$ cat src/rtl/int_alu_pkg.sv
package int_alu_pkg;

  localparam int OP_W = 4;

  typedef enum logic [OP_W-1:0] {
    OP_ADD  = 4'h0,
    OP_ADDU = 4'h1,
    OP_SUB  = 4'h2,
    OP_SUBU = 4'h3,
    OP_AND  = 4'h4,
    OP_OR   = 4'h5,
    OP_XOR  = 4'h6,
    OP_NOR  = 4'h7,
    OP_SLT  = 4'hA,
    OP_SLTU = 4'hB
  } aluOp_e;

  typedef enum logic [1:0] {
    RES_NONE  = 2'd0,
    RES_SUM   = 2'd1,
    RES_LOGIC = 2'd2,
    RES_LESS  = 2'd3
  } resSel_e;

  typedef enum logic [1:0] {
    LOG_AND = 2'd0,
    LOG_OR  = 2'd1,
    LOG_XOR = 2'd2,
    LOG_NOR = 2'd3
  } logicSel_e;

  typedef struct packed {
    logic      invertB;
    logic      carryIn;
    logicSel_e logicSel;
    resSel_e   resSel;
    logic      sltSigned;
    logic      ovfEn;
  } aluStrobes_t;

endpackage

$ cat src/rtl/int_alu_ctrl.sv
module int_alu_ctrl
  import int_alu_pkg::*;
(
  input  logic [OP_W-1:0] opCode,
  output aluStrobes_t     strobes
);

  always_comb begin
    strobes = '{invertB: 1'b0, carryIn: 1'b0, logicSel: LOG_AND,
                resSel: RES_NONE, sltSigned: 1'b0, ovfEn: 1'b0};
    case (opCode)
      OP_ADD: begin
        strobes.resSel = RES_SUM;
        strobes.ovfEn  = 1'b1;
      end
      OP_ADDU: strobes.resSel = RES_SUM;
      OP_SUB: begin
        strobes.resSel  = RES_SUM;
        strobes.invertB = 1'b1;
        strobes.carryIn = 1'b1;
        strobes.ovfEn   = 1'b1;
      end
      OP_SUBU: begin
        strobes.resSel  = RES_SUM;
        strobes.invertB = 1'b1;
        strobes.carryIn = 1'b1;
      end
      OP_AND: begin strobes.resSel = RES_LOGIC; strobes.logicSel = LOG_AND; end
      OP_OR:  begin strobes.resSel = RES_LOGIC; strobes.logicSel = LOG_OR;  end
      OP_XOR: begin strobes.resSel = RES_LOGIC; strobes.logicSel = LOG_XOR; end
      OP_NOR: begin strobes.resSel = RES_LOGIC; strobes.logicSel = LOG_NOR; end
      OP_SLT: begin
        strobes.resSel    = RES_LESS;
        strobes.invertB   = 1'b1;
        strobes.carryIn   = 1'b1;
        strobes.sltSigned = 1'b1;
      end
      OP_SLTU: begin
        strobes.resSel  = RES_LESS;
        strobes.invertB = 1'b1;
        strobes.carryIn = 1'b1;
      end
      default: ;
    endcase
  end

endmodule

$ cat src/rtl/int_alu_dp.sv
module int_alu_dp
  import int_alu_pkg::*;
#(
  parameter int DATA_W = 32
) (
  input  logic [DATA_W-1:0] opA,
  input  logic [DATA_W-1:0] opB,
  input  aluStrobes_t       strobes,
  output logic [DATA_W-1:0] resComb,
  output logic              zeroComb,
  output logic              ovfComb
);

  localparam int LOW_W = DATA_W - 1;

  logic [DATA_W-1:0] bOperand;
  logic [LOW_W-1:0]  lowSum;
  logic              cIntoMsb;
  logic              msbSum;
  logic              cOutMsb;
  logic [DATA_W-1:0] sumVal;
  logic              ovfRaw;
  logic              lessBit;
  logic [DATA_W-1:0] logicVal;

  assign bOperand = strobes.invertB ? ~opB : opB;

  // Split adder: the low part exposes the carry into the sign bit.
  assign {cIntoMsb, lowSum} = {1'b0, opA[LOW_W-1:0]} + {1'b0, bOperand[LOW_W-1:0]}
                              + {{LOW_W{1'b0}}, strobes.carryIn};
  assign {cOutMsb, msbSum}  = {1'b0, opA[DATA_W-1]} + {1'b0, bOperand[DATA_W-1]}
                              + {1'b0, cIntoMsb};
  assign sumVal = {msbSum, lowSum};
  assign ovfRaw = cIntoMsb ^ cOutMsb;

  // Signed: sign of difference corrected by overflow. Unsigned: borrow.
  assign lessBit = strobes.sltSigned ? (msbSum ^ ovfRaw) : ~cOutMsb;

  for (genvar i = 0; i < DATA_W; i++) begin : g_logic
    always_comb begin
      case (strobes.logicSel)
        LOG_AND: logicVal[i] = opA[i] & opB[i];
        LOG_OR:  logicVal[i] = opA[i] | opB[i];
        LOG_XOR: logicVal[i] = opA[i] ^ opB[i];
        default: logicVal[i] = ~(opA[i] | opB[i]);
      endcase
    end
  end

  always_comb begin
    case (strobes.resSel)
      RES_SUM:   resComb = sumVal;
      RES_LOGIC: resComb = logicVal;
      RES_LESS:  resComb = {{LOW_W{1'b0}}, lessBit};
      default:   resComb = '0;
    endcase
  end

  assign zeroComb = ~|resComb;
  assign ovfComb  = strobes.ovfEn & ovfRaw;

endmodule

$ cat src/rtl/int_alu.sv
module int_alu
  import int_alu_pkg::*;
#(
  parameter int DATA_W = 32
) (
  input  logic              clk,
  input  logic              rstN,
  input  logic [DATA_W-1:0] opA,
  input  logic [DATA_W-1:0] opB,
  input  logic [OP_W-1:0]   opCode,
  output logic [DATA_W-1:0] result,
  output logic              zeroFlag,
  output logic              ovfFlag
);

  aluStrobes_t       strobes;
  logic [DATA_W-1:0] resComb;
  logic              zeroComb;
  logic              ovfComb;
  logic              liveQ;

  int_alu_ctrl u_ctrl (
    .opCode  (opCode),
    .strobes (strobes)
  );

  int_alu_dp #(.DATA_W(DATA_W)) u_dp (
    .opA      (opA),
    .opB      (opB),
    .strobes  (strobes),
    .resComb  (resComb),
    .zeroComb (zeroComb),
    .ovfComb  (ovfComb)
  );

  always_ff @(posedge clk) begin
    if (!rstN) begin
      result   <= '0;
      zeroFlag <= 1'b1;
      ovfFlag  <= 1'b0;
      liveQ    <= 1'b0;
    end else begin
      result   <= resComb;
      zeroFlag <= zeroComb;
      ovfFlag  <= ovfComb;
      liveQ    <= 1'b1;
    end
  end

  assert_zero_match_R7: assert property (@(posedge clk) disable iff (!rstN)
    zeroFlag == (result == '0));

  assert_less_shape_R6: assert property (@(posedge clk) disable iff (!rstN)
    liveQ && ($past(opCode) == OP_SLT || $past(opCode) == OP_SLTU)
    |-> result[DATA_W-1:1] == '0);

  assert_no_overflow_R9: assert property (@(posedge clk) disable iff (!rstN)
    liveQ && ($past(opCode) == OP_ADDU || $past(opCode) == OP_SUBU) |-> !ovfFlag);

  assert_no_overflow_R10: assert property (@(posedge clk) disable iff (!rstN)
    liveQ && ($past(opCode) >= OP_AND && $past(opCode) <= OP_NOR
              || $past(opCode) == OP_SLT || $past(opCode) == OP_SLTU) |-> !ovfFlag);

  assert_unused_quiet_R11: assert property (@(posedge clk) disable iff (!rstN)
    liveQ && ($past(opCode) == 4'h8 || $past(opCode) == 4'h9 || $past(opCode) >= 4'hC)
    |-> (result == '0) && !ovfFlag);

  assert_add_overflow_R8: assert property (@(posedge clk) disable iff (!rstN)
    liveQ && $past(opCode) == OP_ADD && $past(opA[DATA_W-1]) == $past(opB[DATA_W-1])
    && result[DATA_W-1] != $past(opA[DATA_W-1]) |-> ovfFlag);

endmodule

$ cat config.mk
export PLATFORM = sky130hd
export DESIGN_NAME = int_alu
export DESIGN_NICKNAME = d
export VERILOG_FILES = /design/src/rtl/int_alu_pkg.sv /design/src/rtl/int_alu_ctrl.sv /design/src/rtl/int_alu_dp.sv /design/src/rtl/int_alu.sv
export SDC_FILE = /design/constraint.sdc
export NUM_CORES = 1
export LEC_CHECK = 0
export ABC_AREA = 1
export ABC_CLOCK_PERIOD_IN_PS = 4500
export BUFFER_PORTS_ARGS = -buffer_cell sky130_fd_sc_hd__clkbuf_2
export CAP_MARGIN = 20
export CORE_MARGIN = 2
export CORE_UTILIZATION = 47
export DETAILED_ROUTE_END_ITERATION = 10
export GPL_ROUTABILITY_DRIVEN = 0
export PLACE_DENSITY = 0.69
export SLEW_MARGIN = 20
export SYNTH_ARGS = -nofsm -noshare
export SYNTH_HDL_FRONTEND = slang
export SYNTH_SLANG_ARGS = --single-unit
$ cat constraint.sdc
create_clock -name clk -period 4.5 [get_ports clk]
set_input_delay 0.225 -clock clk [delete_from_list [all_inputs] [get_ports clk]]
set_output_delay 0.225 -clock clk [all_outputs]
set_load 0.05 [all_outputs]
==> results of run 1 <==
routing by layer:
metal | global-route usage [%] | vias up | share of wire, %
met2 | 42.0 | 193 | 42
met5 | 0 | - | 0
met3 | 2.43 | 22 | 5.7
li1 | - | 3481 | -
met4 | 6.10 | 0 | 1.4
met1 | 41.5 | 2913 | 51
flip-flops by register name, summed over array words and instances (netlist names):
register / cells
result: 32
ovfFlag: 1
zeroFlag: 1
logic make-up after synthesis:
| logic type | count (synthesis) | synth area share (%) |
|---|---|---|
| AO/OA/AOI/OAI | 101 | 10.3 |
| XOR/XNOR | 32 | 4.64 |
| adder cells (fa/ha/maj) | 99 | 20.9 |
| buffers and inverters | 264 | 16.6 |
| flip-flops | 34 | 11.3 |
| AND/OR/NAND/NOR | 544 | 36.3 |
worst max-delay path: cells and delay by family:
family / cells / cell delay [ns]
buffers and inverters: 5 / 0.55
and+or+nand+nor: 14 / 1.69
adders and majority gates: 2 / 0.76
xor gates and xnor gates: 1 / 0.17
AOI/OAI and AO/OA: 4 / 0.55
cell type report:
type	instances	area, µm²	share of cell area [%]
clock buffer	6	139	2.02
clock inverter	2	12.5	0.182
inverter	243	912	13.2
multi-input combinational	776	4360	63.3
sequential	34	681	9.88
tap	172	215	3.12
timing repair buffer	109	573	8.32
report_power, final:
part / internal, W / switching, W
combinational: 0.000273 / 0.000588
sequential: 0.000323 / 0.00000509
clock: 0.000220 / 0.000150
final timing paths:
kind                               to  slack [ns]  cells after the start
setup / recovery  zeroFlag$_SDFF_PN1_        0.77                     26
hold / removal    zeroFlag$_SDFF_PN1_        0.14                      2
metrics by stage:
stage          cells  power, W
3_3_place_gp    1334   0.00117
2_1_floorplan   1074  0.000940
5_1_grt         1342   0.00169
4_1_cts         1342   0.00155
3_5_place_dp    1334   0.00118
6_report        1342   0.00156
placed cells by master, fill, tap and decap left out, types with 3 or more instances in the layout:
cell,count
ha_1,96
buf_4,5
nand2_1,385
nor3_1,7
clkbuf_16,5
nand4_1,8
nor2_1,69
o211ai_1,4
or2_2,5
xor2_1,32
o2111ai_1,25
inv_2,6
inv_1,237
o21ai_0,19
and2_1,3
nand3b_1,3
fa_1,3
dfxtp_1,34
clkbuf_2,103
a21oi_1,48
nand3_1,55
==> flow_summary.toml, run 1 <==
[synth]
netlist_area_um2 = 6040
synth_nets = 1243
yosysSeqAreaShare_pct = 11.3
yosys_warnings = 0
async_reset_ff_share_pct = 0
synth_common_cells = "nand2_1, inv_1, ha_1, nor2_1, nand3_1"
synth_edf_count = 0
syn-instance-count = 1074
ys_seq_elements = 34
yosys-top-cells-area = "nand2_1, ha_1, inv_1"
syn_avg_cell_area_um2 = 5.63
synth_top_cell_area_share_pct = 24.0
synth.most_common_cell = "nand2_1"
synth_ff_type = "dfxtp_1"
ys_types = 33
yosysTopAreaCell = "nand2_1"

[floorplanning]
fp.dieH_um = 117
io_pins = 104
rows = 41
die_x_um = 117
start_util_pct = 48.1
coreArea_um2 = 12600
floorplan.die_area_um2 = 13800

[clock_tree]
cts.htree.levels = 2
clk_pin_slew_ns = 0.06
cts_tree = "yes"
cts_sinks = 34
clockBufferDepth = 2
root_buffer = "clkbuf_16"
postCtsSetupBuffers = 0
cts_made_buffers = 5
post_cts_resized = 0
cts_hold_buf = 0

[critical_path]
cp.arrival_ns = 3.95
crit_type = "primary input to flop"
cp-start-kind = "primary input"
path_common_cell = "nand2_1"
cp-end-kind = "flop"
crit_path_max_fanout = 17
cp_slowest_cell = "fa_1"
cp.required_ns = 4.73
critPathLaunch = "opCode[2]"
critPathMaxStageDelay_ns = 0.42

[outcome]
outcome = "completed"

[detailed_routing]
wire_per_inst_um = 14.1
dr.pass1.iters = 5
drc = 0
via_per_inst = 4.92
ant_nets = 0
wl_mm = 18.9
vias = 6609
initialDrtViolationCount = 573

[grt]
grt_overflow = 0
groute.usage.overall_pct = 27.4
grt_max_degree = 34
grt_pass1_wl_mm = 30.5
antenna_found_initial = 0
grt_pass1_vias = 6000

[final_layout]
fillers = 1307
final_area_um2 = 6890
area_delta_synth_final_pct = 14.1
fin_util_pct = 54.8
finalNetCount = 1338
antenna_cells = 0
drive_gt1_share_pct = 11.3

[timing]
slew_headroom_pct = 53.0
tightest_slew_ns = 0.704
maxSlewViolCount = 0
rsz0062_at_grt = "no"
fin_crit_sh_pct = 82.8
hold_viol = 0
max_clock_freq_ghz = 0.268
whs_ns = 0.142
finalCriticalPeriod_ns = 3.73
setup_slack_ns = 0.772
setup_viol = 0
fin_tns_setup_ns = 0

[placed_design]
port_buffers = 103
dp_worst_setup_slack_ns = 0.506
hpwlAfterDp_mm = 15.2
place_area_um2 = 6740

[run]
drv_cap = 0

[pwr]
p_per_area_nw_per_um2 = 226
vdd_ir_drop_max_mv = 0.141
static-leakage-power_nw = 4.29

[worst_hold_path]
hp-start = "rstN"
hp-class = "primary input to flop"
Note: power is estimated with default switching activity, not from simulation.
==> inputs of run 2 (changes only) <==
--- a/config.mk
+++ b/config.mk
@@ -5,15 +5,15 @@
 export SDC_FILE = /design/constraint.sdc
 export NUM_CORES = 1
 export LEC_CHECK = 0
-export ABC_AREA = 1
-export ABC_CLOCK_PERIOD_IN_PS = 4500
+export ABC_AREA = 0
+export ABC_CLOCK_PERIOD_IN_PS = 3100
 export BUFFER_PORTS_ARGS = -buffer_cell sky130_fd_sc_hd__clkbuf_2
 export CAP_MARGIN = 20
 export CORE_MARGIN = 2
 export CORE_UTILIZATION = 47
 export DETAILED_ROUTE_END_ITERATION = 10
 export GPL_ROUTABILITY_DRIVEN = 0
-export PLACE_DENSITY = 0.69
+export PLACE_DENSITY = 0.72
 export SLEW_MARGIN = 20
 export SYNTH_ARGS = -nofsm -noshare
 export SYNTH_HDL_FRONTEND = slang
==> constraint.sdc (replaced) <==
create_clock -name clk -period 3.1 [get_ports clk]
set_input_delay 0.155 -clock clk [delete_from_list [all_inputs] [get_ports clk]]
set_output_delay 0.155 -clock clk [all_outputs]
set_load 0.05 [all_outputs]
==> run 2 against run 1 <==
Compared with the run above: the flow now finishes with violations (negative setup slack); worst hold slack improved by 0.12 ns; first-iteration DRC count down 27%; sequential share of layout area shrank 1.2 points; non-clock buffer count grew 170.
==> flow_summary.toml, run 2 <==
[grt]
antenna_found_initial = 0
groute.usage.overall_pct = 26.8
grt_pass1_vias = 5972
grt_overflow = 0
grt_max_degree = 50
grt_pass1_wl_mm = 28.1

[placed_design]
place_area_um2 = 7510
port_buffers = 103
hpwlAfterDp_mm = 13.6

[run]
drv_cap = 0

[floorplanning]
coreArea_um2 = 11900
floorplan.die_area_um2 = 12900
rows = 40
fp.dieH_um = 114
io_pins = 104
die_x_um = 114
start_util_pct = 47.5

[critical_path]
crit_path_max_fanout = 17
cp-start-kind = "primary input"
path_common_cell = "nand4b_1"
cp.required_ns = 3.30
cp_slowest_cell = "or4_1"
cp.arrival_ns = 4.36
critPathMaxStageDelay_ns = 0.42
cp-end-kind = "flop"
critPathLaunch = "opCode[2]"
crit_type = "primary input to flop"
cp_cell_sequence = "clkbuf_2 > nand2b_4 > buf_12 > xnor2_1 > ha_1 > a211oi_2 > o211ai_1 > a32o_2 > a31o_4 > o31ai_4 > o21ai_2 > a21o_1 > a21oi_4 > fa_2 > o22ai_1 > nand2_1 > o2111ai_1 > nor3_2 > nand4b_1 > or4_1 > nand4b_1 > o41ai_2"

[synth]
syn-instance-count = 762
synth_nets = 931
synth_top_cell_area_share_pct = 21.3
netlist_area_um2 = 5640
synth_edf_count = 0
yosysSeqAreaShare_pct = 12.1
synth_ff_type = "dfxtp_1"
async_reset_ff_share_pct = 0
synth.most_common_cell = "ha_1"
yosys_warnings = 0
syn_avg_cell_area_um2 = 7.40
synth_common_cells = "ha_1, inv_1, a21oi_1, nor2_1, nand2_1"
ys_seq_elements = 34
yosysTopAreaCell = "ha_1"
ys_types = 70
yosys-top-cells-area = "ha_1, dfxtp_1, xnor2_1"

[timing]
fin_crit_sh_pct = 134
max_clock_freq_ghz = 0.240
maxSlewViolCount = 0
hold_viol = 0
tightest_slew_ns = 0.978
rsz0062_at_grt = "yes"
finalCriticalPeriod_ns = 4.16
fin_tns_setup_ns = -2.91
setup_viol = 8
setup_slack_ns = -1.06
slew_headroom_pct = 34.7

[outcome]
violations = "negative setup slack"
outcome = "finished, violations left"

[final_layout]
reg_top3 = "result: 32 flops, ovfFlag: 1 flops, zeroFlag: 1 flops"
multi_input_area_um2 = 4620
antenna_cells = 0
finalNetCount = 1173
final_area_um2 = 7860
regMostFlops = "result"
largest_register_ff_count = 32
fillers = 998
layout_common_cells = "buf_4, clkbuf_2, ha_1, inv_1, a21oi_1"
regArea_um2 = 681
final_common_cell = "buf_4"
drive_gt1_share_pct = 33.9
area_delta_synth_final_pct = 39.5

[pwr]
static-leakage-power_nw = 4.07
p_per_area_nw_per_um2 = 354
vdd_ir_drop_max_mv = 0.222

[clock_tree]
root_buffer = "clkbuf_16"
cts_made_buffers = 5
clockBufferDepth = 2
cts.htree.levels = 2
cts_tree = "yes"
cts_sinks = 34
clk_pin_slew_ns = 0.06

[detailed_routing]
via_per_inst = 5.41
wl_mm = 17.3
wire_per_inst_um = 15.0
vias = 6233
dr.pass1.iters = 6
drc = 0
initialDrtViolationCount = 419
ant_nets = 0

[worst_hold_path]
hp-class = "primary input to flop"
hp-start = "rstN"
[run 2: changes by cell type after synthesis, sizes merged, moves of 27 or more]
| cell | change |
|---|---|
| xnor2 | +44 |
| nand3 | -41 |
| o21ai | +27 |
| inv | -152 |
| nand2 | -334 |
[run 2: cell families after synthesis]
kind of cell,Yosys count,share of synthesized area (%)
simple gates,191,16.3
buf+inv,135,9.61
mux,30,5.50
flops,34,12.1
xor+xnor,57,8.85
fa+ha+maj,99,22.4
compound gates,216,25.3
[run 2: metal layers]
layer	routed length [µm]	vias to the layer above	track usage (%)
met5	0	-	0
met1	7530	2860	33.9
met4	413	0	9.35
met2	8250	219	47.1
met3	1120	31	3.13
li1	-	3123	-
[run 2: metrics by stage]
| step | utilization [%] | hold WS, ns | cells | power, W | worst slack [ns] |
|---|---|---|---|---|---|
| 2_1_floorplan | - | 0.277 | 762 | 0.00152 | -0.997 |
| 3_3_place_gp | 63.3 | 0.531 | 1136 | 0.00213 | -1.26 |
| 5_1_grt | 66.3 | 0.269 | 1152 | 0.00296 | -1.23 |
| 6_report | 66.3 | 0.264 | 1152 | 0.00278 | -1.06 |
| 3_5_place_dp | 63.3 | 0.536 | 1136 | 0.00216 | -1.41 |
| 4_1_cts | 65.4 | 0.241 | 1148 | 0.00272 | -0.997 |
[run 2: worst paths after layout]
path  cells after the start                   to
max                      22  zeroFlag$_SDFF_PN1_
min                       2  zeroFlag$_SDFF_PN1_
[run 2: cell type report]
class / instances / share of cell area (%)
Tap cell: 147 / 2.34
Sequential cell: 34 / 8.66
Multi-Input combinational cell: 593 / 58.8
Clock buffer: 6 / 1.77
Timing Repair Buffer: 279 / 23.9
Inverter: 91 / 4.34
Clock inverter: 2 / 0.159
[run 2: power breakdown]
part | switching (W) | total, W | internal [W]
clock | 0.000200 | 0.000518 | 0.000318
sequential | 0.00000956 | 0.000483 | 0.000474
combinational | 0.000955 | 0.00178 | 0.000824
[run 2: critical path: cells and delay by family]
family                     cells  cell delay, ns
adders and majority gates      2            0.54
AOI/OAI and AO/OA             11            2.10
and+or+nand+nor                6            1.17
xor gates and xnor gates       1            0.13
buffers and inverters          2            0.25
[run 2: timing repair]
item | in CTS | in global routing
pin swaps | 13 | 12
setup buffers | 4 | 4
resized for setup | 13 | 15
hold buffers | 0 | 0
endpoints found under the hold margin | 0 | 0
setup endpoints to repair | 5 | 8
